**config.mk**
```make
export PLATFORM = sky130hd
export DESIGN_NAME = seg_ptr_add
export DESIGN_NICKNAME = d
export VERILOG_FILES = /design/src/rtl/seg_ptr_add.sv
export SDC_FILE = /design/constraint.sdc
export NUM_CORES = 1
export LEC_CHECK = 0
export BUFFER_PORTS_ARGS = -buffer_cell sky130_fd_sc_hd__buf_4
export CAP_MARGIN = 20
export CORE_UTILIZATION = 41
export DETAILED_ROUTE_END_ITERATION = 6
export PLACE_DENSITY = 0.86
export SYNTH_ARGS = -nofsm -noshare
export SYNTH_HDL_FRONTEND = slang
export SYNTH_SLANG_ARGS = --single-unit
export TNS_END_PERCENT = 5
```
**constraint.sdc**
```tcl
create_clock -name vclk -period 3.1
set_clock_uncertainty 0.15 [all_clocks]
set_input_delay 0.62 -clock vclk [all_inputs]
set_output_delay 0.62 -clock vclk [all_outputs]
set_load 0.01 [all_outputs]
```
**src/rtl/seg_ptr_add.sv**
```systemverilog
module seg_ptr_add #(
  parameter int OFS_W = 8,
  parameter int SEG_W = 8
) (
  input  logic             clk_i,
  input  logic             carry_en_i,
  input  logic [OFS_W-1:0] ofs_i,
  input  logic [SEG_W-1:0] seg_i,
  input  logic [OFS_W-1:0] step_i,
  output logic [OFS_W-1:0] ofs_o,
  output logic [SEG_W-1:0] seg_o
);
  localparam int SUM_W = OFS_W + 1;

  logic             unused_clk;
  logic [SUM_W-1:0] sum;
  logic             neg_step;
  logic             carry_up;
  logic             borrow_dn;

  assign unused_clk = clk_i;

  assign sum       = {1'b0, ofs_i} + {1'b0, step_i};
  assign neg_step  = step_i[OFS_W-1];
  assign carry_up  = carry_en_i & ~neg_step &  sum[OFS_W];
  assign borrow_dn = carry_en_i &  neg_step & ~sum[OFS_W];

  assign ofs_o = sum[OFS_W-1:0];

  always_comb begin
    seg_o = seg_i;
    if (carry_up)
      seg_o = seg_i + SEG_W'(1);
    else if (borrow_dn)
      seg_o = seg_i - SEG_W'(1);
  end
endmodule

```
Yosys cells after proc, flatten, opt, wreduce, memory -nomap -nowiden --
Cells that the tools add are included.
Cells by class: $add $sub $neg 3, multiplexer cells 2, bitwise logic cells 6
Operator list (count):
- $mux W8 | 2
- $add A8 B8 Y9 | 1
- $add A8 B1 Y8 const B | 1
- $sub A8 B1 Y8 const B | 1
- $and A1 B1 Y1 | 4
- $not A1 Y1 | 2
Word-level totals: bits in registers 0, logic and storage cells 11

Depth between registers and ports, before layout --
Gate-level depths: netlist (run 1).
depth after elaboration 5, depth in mapped cells 8

Worst setup path before layout (run 1) --
OpenSTA, ideal clock, no wires.
kind input -> output, start input ofs_i[0], end output seg_o[1], slack -211 ps, arrival 2541 ps, stages 7, path through ha_1 > fa_1 > a211o_1 > a221oi_4 > o22ai_2 > a311o_1 > a21oi_1
On the way: cells in the longest elaborated chain, start to end 5
RTL lines:
- start, declared | RTL line 7 | input logic [OFS_W-1:0] ofs_i,
- $add A8 B8 Y9 (*) | RTL line 23 | assign sum = {1'b0, ofs_i} + {1'b0, step_i};
- $not A1 Y1 | RTL line 26 | assign borrow_dn = carry_en_i & neg_step & ~sum[OFS_W];
- $and A1 B1 Y1 | RTL line 26
- $mux W8 | RTL line 34 | else if (borrow_dn)
- $mux W8 (*) | RTL line 32 | if (carry_up)
- end, declared | RTL line 11 | output logic [SEG_W-1:0] seg_o
Mark *: on every way between the ends. The rest lies on a longest branch, timed or not.

Worst setup path after layout (run 1) --
start input step_i[0], end output seg_o[6]
On the way: cells in the longest elaborated chain, start to end 5
RTL lines:
- start, declared | RTL line 9 | input logic [OFS_W-1:0] step_i,
- $add A8 B8 Y9 (*) | RTL line 23
- $not A1 Y1 | RTL line 26
- $and A1 B1 Y1 | RTL line 26
- $mux W8 | RTL line 34
- $mux W8 (*) | RTL line 32
Marked as above.

==> results of run 1 <==
final cells by class:
| type | instances | area (sq um) | area share (%) |
|---|---|---|---|
| Timing Repair Buffer | 52 | 402 | 35.8 |
| Tap cell | 15 | 18.8 | 1.67 |
| Inverter | 5 | 18.8 | 1.67 |
| Multi-Input combinational cell | 78 | 683 | 60.9 |
stage by stage:
stage          util, %  std cells
3_3_place_gp      77.0        148
4_1_cts           81.2        150
2_1_floorplan        -         83
5_1_grt           81.2        150
6_report          81.2        150
3_5_place_dp      77.0        148
kinds of logic after synthesis:
logic type	synth area share (%)
AOI/OAI and AO/OA	34.8
adders and majority gates	22.5
and+or+nand+nor	23.5
xor gates and xnor gates	16.3
buffers and inverters	2.91
power by group:
part	total, mW	switching (mW)	internal (mW)
Combinational	0.228	0.104	0.124
Sequential	0	0	0
Clock	0	0	0
Total	0.228	0.104	0.124
critical path, cell delays in order:
cell,delay [ns]
buf_6,0.10
ha_4,0.15
fa_2,0.34
a211o_1,0.32
a221oi_4,0.32
o22ai_4,0.14
and3_4,0.21
a41oi_4,0.19
xnor2_2,0.13
buf_4,0.13
repair_timing:
action,4_1_cts,5_1_grt
pin swaps,7,2
setup buffers,2,0
gates resized for setup,7,0
hold endpoints to repair,0,0
setup endpoints to repair,9,9
synthesized netlist by cell type (all sizes together):
cell type	instances
a21oi	6
a21o	3
nor3	2
nor2b	1
a41o	1
o22ai	2
nand4b	1
nand3b	1
o21a	2
or4	1
nand2b	2
o31ai	1
a211oi	1
a311o	1
ha	10
inv	5
nand2	6
xnor2	7
a32oi	1
a22oi	1
o221ai	1
nor4	1
a211o	1
nor2	5
xor2	5
a41oi	1
nand3	2
fa	1
o211a	1
and3	3
o21ai	3
nand4	2
a221oi	1
and4	1
layer usage:
metal,vias to the layer above,part of all wire (%),global-route usage [%]
li1,426,-,-
met1,387,41,29.8
met2,28,55,45.9
met3,0,4.6,0
met4,0,0,0
met5,-,0,0
cell usage in the layout (no fill, tap or decap), drive strengths merged, types with 3 or more instances in the layout:
| cell type | n |
|---|---|
| ha | 10 |
| a21oi | 6 |
| a21o | 3 |
| inv | 5 |
| xor2 | 5 |
| buf | 52 |
| nand2 | 6 |
| and3 | 3 |
| xnor2 | 7 |
| o21ai | 3 |
| nor2 | 5 |
worst max path at each step:
stage | start | end | slack [ns] | cells past startpoint
floorplan | ofs_i[0] | seg_o[6] | -0.15 | 8
global placement | ofs_i[0] | seg_o[6] | -0.48 | 10
detailed placement | ofs_i[0] | seg_o[6] | -0.50 | 10
CTS | step_i[0] | seg_o[6] | -0.31 | 10
global route | step_i[0] | seg_o[6] | -0.41 | 10
finish | step_i[0] | seg_o[6] | -0.33 | 10
==> metrics, run 1 <==
Avg Cell Area, Syn=7.76 sq um; Cells after Synth=83; # Max-Cap Violations=0; failing checks=negative setup slack; WHS Endpoint=seg_o[7]; num sequential=0; fmax=291 MHz; vias in the first global route=803; worst-margin pin slew=0.310 ns; Fin. Hold Viols=0; Fillers=85; CP Max Fanout=6; n_diodes=0; io pins=42; Worst Hold Launch=seg_i[7]; Starting Density=46.6%; critical path required time=2.33 ns; CP arrival=2.66 ns; layout cells sized above 1=46.7%; vias=841; Hold Path Depth=3; Final Cell Area=0.00112 sq mm; GP Congestion=0.753; outcome=complete, but fails checks; area leader, netlist=ha_1; WHS=1.36 ns; syn nets=120; area post-placement=0.00106 sq mm; GRT overflow=0; Lkg Pwr=0.556 nW; Final Net Count=174; Placeable Area=0.00138 sq mm; Fin Setup TNS=-1.77 ns; Final Max Tran Viols=0; Post-Place Setup Slack=-0.504 ns; setup ws final=-0.331 ns; setup violators final=9; Site Rows=13; Yosys top cell area share=19.4%; sequential area share after synthesis=0%; largest net degree at the start of global routing=8; Power Density=203 mW/mm^2; Buffers on Ports=41; DRC=0; VDD IR max=0.141 mV; HP Class=in -> out; antenna violations before repair=0; Slew headroom=79.1%; drt wl/cell=13.4 um; Tot GR Track Use=23.3%; Tcrit/Tclk final=111%; first drt pass iteration count=4; Die Area=0.00173 sq mm; nature of the critical path endpoint=output port; WS Path Type=in -> out; Die X=41.6 um; # clk buffers=0; Cell Area, Synth=644 sq um; Initial DRC Count=15; Routed WL=2020 um; Yosys cell types=37; unrepaired setup endpoints after global routing=yes; DR vias/cell=5.61; Reg area=0 sq um; dpl hpwl=1600 um; antenna-violating nets left=0; leading post-synthesis cells by cell area=ha_1 (19%), xnor2_1 (9.5%), xor2_1 (6.8%); Startpoint Class=input pin; Design Power=0.228 mW; Area Overhead vs Synth=74.2%; Ys Warns=0; Die Ht=41.6 um; post-layout minimum cycle time=3.43 ns; Hold Buf Count CTS=0; global-route wire length before repair=3370 um
(Power assumes the default switching activity.)
==> run 2, diff against run 1 <==
--- a/constraint.sdc
+++ b/constraint.sdc
@@ -4,2 +4,2 @@
 set_output_delay 0.62 -clock vclk [all_outputs]
-set_load 0.01 [all_outputs]
+set_load 0.005 [all_outputs]
==> metrics, run 2 (same netlist as run 1, synthesis figures left out) <==
Power Density=199 mW/mm^2 (-2.4%); Finished Layout Cells=153 (+2.0%); Initial DRC Count=17 (+2); fmax=294 MHz (+0.72%); Die Area=0.00173 sq mm (unchanged); Area Overhead vs Synth=76.3%; commonest cells after routing, fill and taps aside=buf_4 (52), ha_1 (9), xnor2_1 (6), nand2_1 (6); CP Max Fanout=6 (unchanged); Tot GR Track Use=24.9% (+1.5 points); commonest non-fill, non-tap cell in the layout=buf_4; antenna violations before repair=0 (unchanged); outcome=complete, but fails checks; vias in the first global route=897 (+12%); post-layout minimum cycle time=3.41 ns (-0.0246 ns); Die Ht=41.6 um (unchanged); num sequential=0 (unchanged); Reg area=0 sq um (unchanged); HP Class=in -> out; Fin. Hold Viols=0 (unchanged); # clk buffers=0 (unchanged); Final Max Tran Viols=0 (unchanged); Levels on crit path=10 (unchanged); Placed Cells=149 (+0.68%); unrepaired setup endpoints after global routing=yes; Placeable Area=0.00138 sq mm (unchanged); Starting Density=46.6% (unchanged); area post-placement=0.00106 sq mm (unchanged); setup ws final=-0.306 ns (+0.0246 ns); Slew headroom=75.9% (-3.2 points); n_diodes=0 (unchanged); layout cells sized above 1=47.8% (+1.2 points); # Max-Cap Violations=0 (unchanged); Buffers on Ports=41 (unchanged); slowest CP cell=a221oi_4; GRT overflow=0 (unchanged); CP cell instances=buf_8 -> ha_4 -> fa_2 -> a211o_1 -> a221oi_4 -> o22ai_4 -> and3_4 -> a41oi_2 -> xnor2_1 -> buf_4; Tcrit/Tclk final=110% (-0.79 points); global-route wire length before repair=3570 um (+5.7%); first drt pass iteration count=4 (unchanged); Setup crit start=step_i[0]; DRC=0 (unchanged); io pins=42 (unchanged); setup violators final=9 (unchanged); failing checks=negative setup slack; Lkg Pwr=0.564 nW (+1.5%); CP bufs+invs=2 (unchanged); antenna-violating nets left=0 (unchanged); dpl hpwl=1730 um (+8.5%); WS Path Type=in -> out; worst-margin pin slew=0.361 ns (+0.0504 ns); largest net degree at the start of global routing=8 (unchanged); Site Rows=13 (unchanged); critical path required time=2.33 ns (about the same); CP arrival=2.64 ns (-0.02 ns); DR vias/cell=5.81 (+3.6%); Final Net Count=177 (+1.7%); Hold Buf Count CTS=0 (unchanged); Final Cell Area=0.00114 sq mm (+1.2%); end of the critical path=seg_o[6]; drt wl/cell=14.3 um (+6.1%); GP Congestion=0.734 (-2.6%); Design Power=0.226 mW (-1.2%); Top delay family on crit path=compound AO/OA/AOI/OAI gates; Startpoint Class=input pin; nature of the critical path endpoint=output port; VDD IR max=0.148 mV (+4.6%); Die X=41.6 um (unchanged); vias=889 (+5.7%); Critical Path Max Stage Delay=0.34 ns (about the same); Post-Place Setup Slack=-0.423 ns (+0.0816 ns); Routed WL=2180 um (+8.2%)
## run 2: timing repair
action,in CTS,in global routing
hold endpoints to repair,0,0
pin swaps,10,2
gates resized for setup,6,2
endpoints found under the setup margin,9,9
buffers inserted,4,0
## run 2: metal layers
| layer | GRT usage [%] | share of wire (%) | vias up |
|---|---|---|---|
| met5 | 0 | 0 | - |
| met4 | 7.10 | 1.4 | 0 |
| met3 | 0.870 | 4.3 | 4 |
| met2 | 50.9 | 56 | 35 |
| met1 | 26.6 | 38 | 418 |
| li1 | - | - | 432 |
## run 2: metrics by stage
step                setup TNS (ns)  util, %  hold WS (ns)
floorplan                   -0.183        -          1.14
finish                       -1.78     82.2          1.36
detailed placement           -2.86     77.0          1.36
global route                 -2.57     82.2          1.37
global placement             -2.49     77.0          1.35
CTS                          -1.63     81.4          1.36
## run 2: final cells by class
cell class | count | area, sq um
multi-input combinational | 78 | 671
timing repair buffer | 55 | 428
fill | 90 | 246
inverter | 5 | 18.8
tap | 15 | 18.8
## run 2: where the power goes
group	internal [mW]	total, mW	switching, mW
registers	0	0	0
logic	0.129	0.226	0.0965
clock network	0	0	0
total	0.129	0.226	0.0965
## run 2: worst min path at each step
stage	slack (ns)	depth (start not counted)	startpoint	endpoint
3_3_place_gp	1.35	3	seg_i[7]	seg_o[7]
4_1_cts	1.36	3	seg_i[7]	seg_o[7]
2_1_floorplan	1.14	1	seg_i[6]	seg_o[6]
5_1_grt	1.37	3	ofs_i[0]	ofs_o[0]
3_5_place_dp	1.36	3	seg_i[7]	seg_o[7]
6_report	1.36	3	seg_i[7]	seg_o[7]
## run 2: worst min-delay path, delay by kind of cell
kind / cells / cell delay (ns)
XOR/XNOR: 1 / 0.06
buffers and inverters: 2 / 0.21
==> run 3, diff against run 2 <==
Clock period 3.1 ns to 2.8 ns, I/O delays scaled along.
==> metrics, run 3 (same netlist as run 1, synthesis figures left out) <==
Power Density=221 mW/mm^2 (+11%); antenna violations before repair=0 (unchanged); Starting Density=46.6% (unchanged); Tot GR Track Use=25.5% (+0.63 points); DRC=0 (unchanged); outcome=complete, but fails checks; GP Congestion=0.774 (+5.5%); antenna-violating nets left=0 (unchanged); Final Max Tran Viols=0 (unchanged); Initial DRC Count=13 (-4); num sequential=0 (unchanged); Die Ht=41.6 um (unchanged); commonest non-fill, non-tap cell in the layout=buf_4; Site Rows=13 (unchanged); commonest cells after routing, fill and taps aside=buf_4 (56), ha_1 (8), xnor2_1 (6), nand2_1 (6); first drt pass iteration count=4 (unchanged); io pins=42 (unchanged); setup violators final=9 (unchanged); failing checks=negative setup slack; worst-margin pin slew=0.324 ns (-0.0369 ns); nature of the critical path endpoint=output port; unrepaired setup endpoints after global routing=yes; Hold Path Depth=3 (unchanged); # clk buffers=0 (unchanged); Tcrit/Tclk final=118%; Slew headroom=78.2% (+2.3 points); area post-placement=0.00110 sq mm (+3.5%); layout cells sized above 1=50.0% (+2.2 points); post-layout minimum cycle time=3.29 ns; Reg area=0 sq um (unchanged); Buffers on Ports=41 (unchanged); Final Net Count=181 (+2.3%); Hold Buf Count CTS=0 (unchanged); Die Area=0.00173 sq mm (unchanged); Startpoint Class=input pin; dpl hpwl=1820 um (+5.2%); GRT overflow=0 (unchanged); Post-Place Setup Slack=-0.586 ns (-0.163 ns); largest net degree at the start of global routing=8 (unchanged); Fillers=85 (-5.6%); # Max-Cap Violations=0 (unchanged); n_diodes=0 (unchanged); fmax=304 MHz; HP Class=in -> out; drt wl/cell=14.9 um (+4.3%); CP Max Fanout=6 (unchanged); CP arrival=2.58 ns (-0.06 ns); Fin. Hold Viols=0 (unchanged); critical path required time=2.09 ns (-0.24 ns); DR vias/cell=5.78 (-0.46%); Placeable Area=0.00138 sq mm (unchanged); Lkg Pwr=0.584 nW (+3.5%); area occupied by multi-input gates=681 sq um (+1.5%); vias=908 (+2.1%); global-route wire length before repair=3680 um (+3.1%); Area Overhead vs Synth=82.5%; Routed WL=2340 um (+7.1%); WS Path Type=in -> out; vias in the first global route=873 (-2.7%); Die X=41.6 um (unchanged); setup ws final=-0.494 ns (-0.187 ns); Final Cell Area=0.00118 sq mm (+3.5%); VDD IR max=0.163 mV (+10%)
==> run 3: cell count changes in the layout (fill, tap and decap cells not counted) <==
cell      change
buf_4         +4
a21oi_1       -1
a21oi_2       +1
ha_1          -1
ha_4          +1
o21ai_0       -1
o21ai_1       +1
o221ai_1      +1
o221ai_2      -1
==> run 3: final timing paths <==
check | end | from | slack (ns)
hold / removal | ofs_o[0] | ofs_i[0] | 1.25
setup / recovery | seg_o[6] | step_i[0] | -0.49
==> run 3: layer usage <==
metal  up-vias  wire length (um)  GRT usage, %
met1       406               905          30.3
met2        49              1250          50.3
met4         0                65          3.23
met5         -                 0             0
met3        10               115          1.30
li1        443                 -             -
==> run 3: metrics by stage <==
stage	utilization, %	power (mW)	TNS (ns)	cells	hold slack [ns]
final	85.1	0.260	-3.61	157	1.25
after global routing	85.1	0.280	-4.24	157	1.25
after CTS	82.4	0.248	-3.15	156	1.25
after detailed placement	79.7	0.236	-4.35	154	1.25
after global placement	79.7	0.227	-3.90	154	1.23
after floorplan	-	0.108	-1.50	83	1.02
==> run 3: timing repair <==
item                                    CTS  global route
hold endpoints to repair                  0             0
resized for setup                         5             5
setup buffers                             2             1
pin swaps                                10             3
endpoints found under the setup margin   10            10
==> run 3: layout make-up <==
cell class / count / area share, %
inverter: 5 / 1.60
multi-input combinational: 78 / 57.9
tap: 15 / 1.60
timing repair buffer: 59 / 38.9
==> run 3: worst max-delay path, cell delays in order <==
cell	delay, ns
buf_8	0.10
ha_4	0.15
fa_2	0.33
a211o_1	0.32
a221oi_4	0.36
o22ai_4	0.14
and3_4	0.20
a41oi_2	0.16
xnor2_1	0.13
buf_4	0.12
==> run 3: where the power goes <==
group	switching (mW)	total [mW]	internal [mW]
sequential	0	0	0
combinational	0.111	0.260	0.149
clock	0	0	0
total	0.111	0.260	0.149
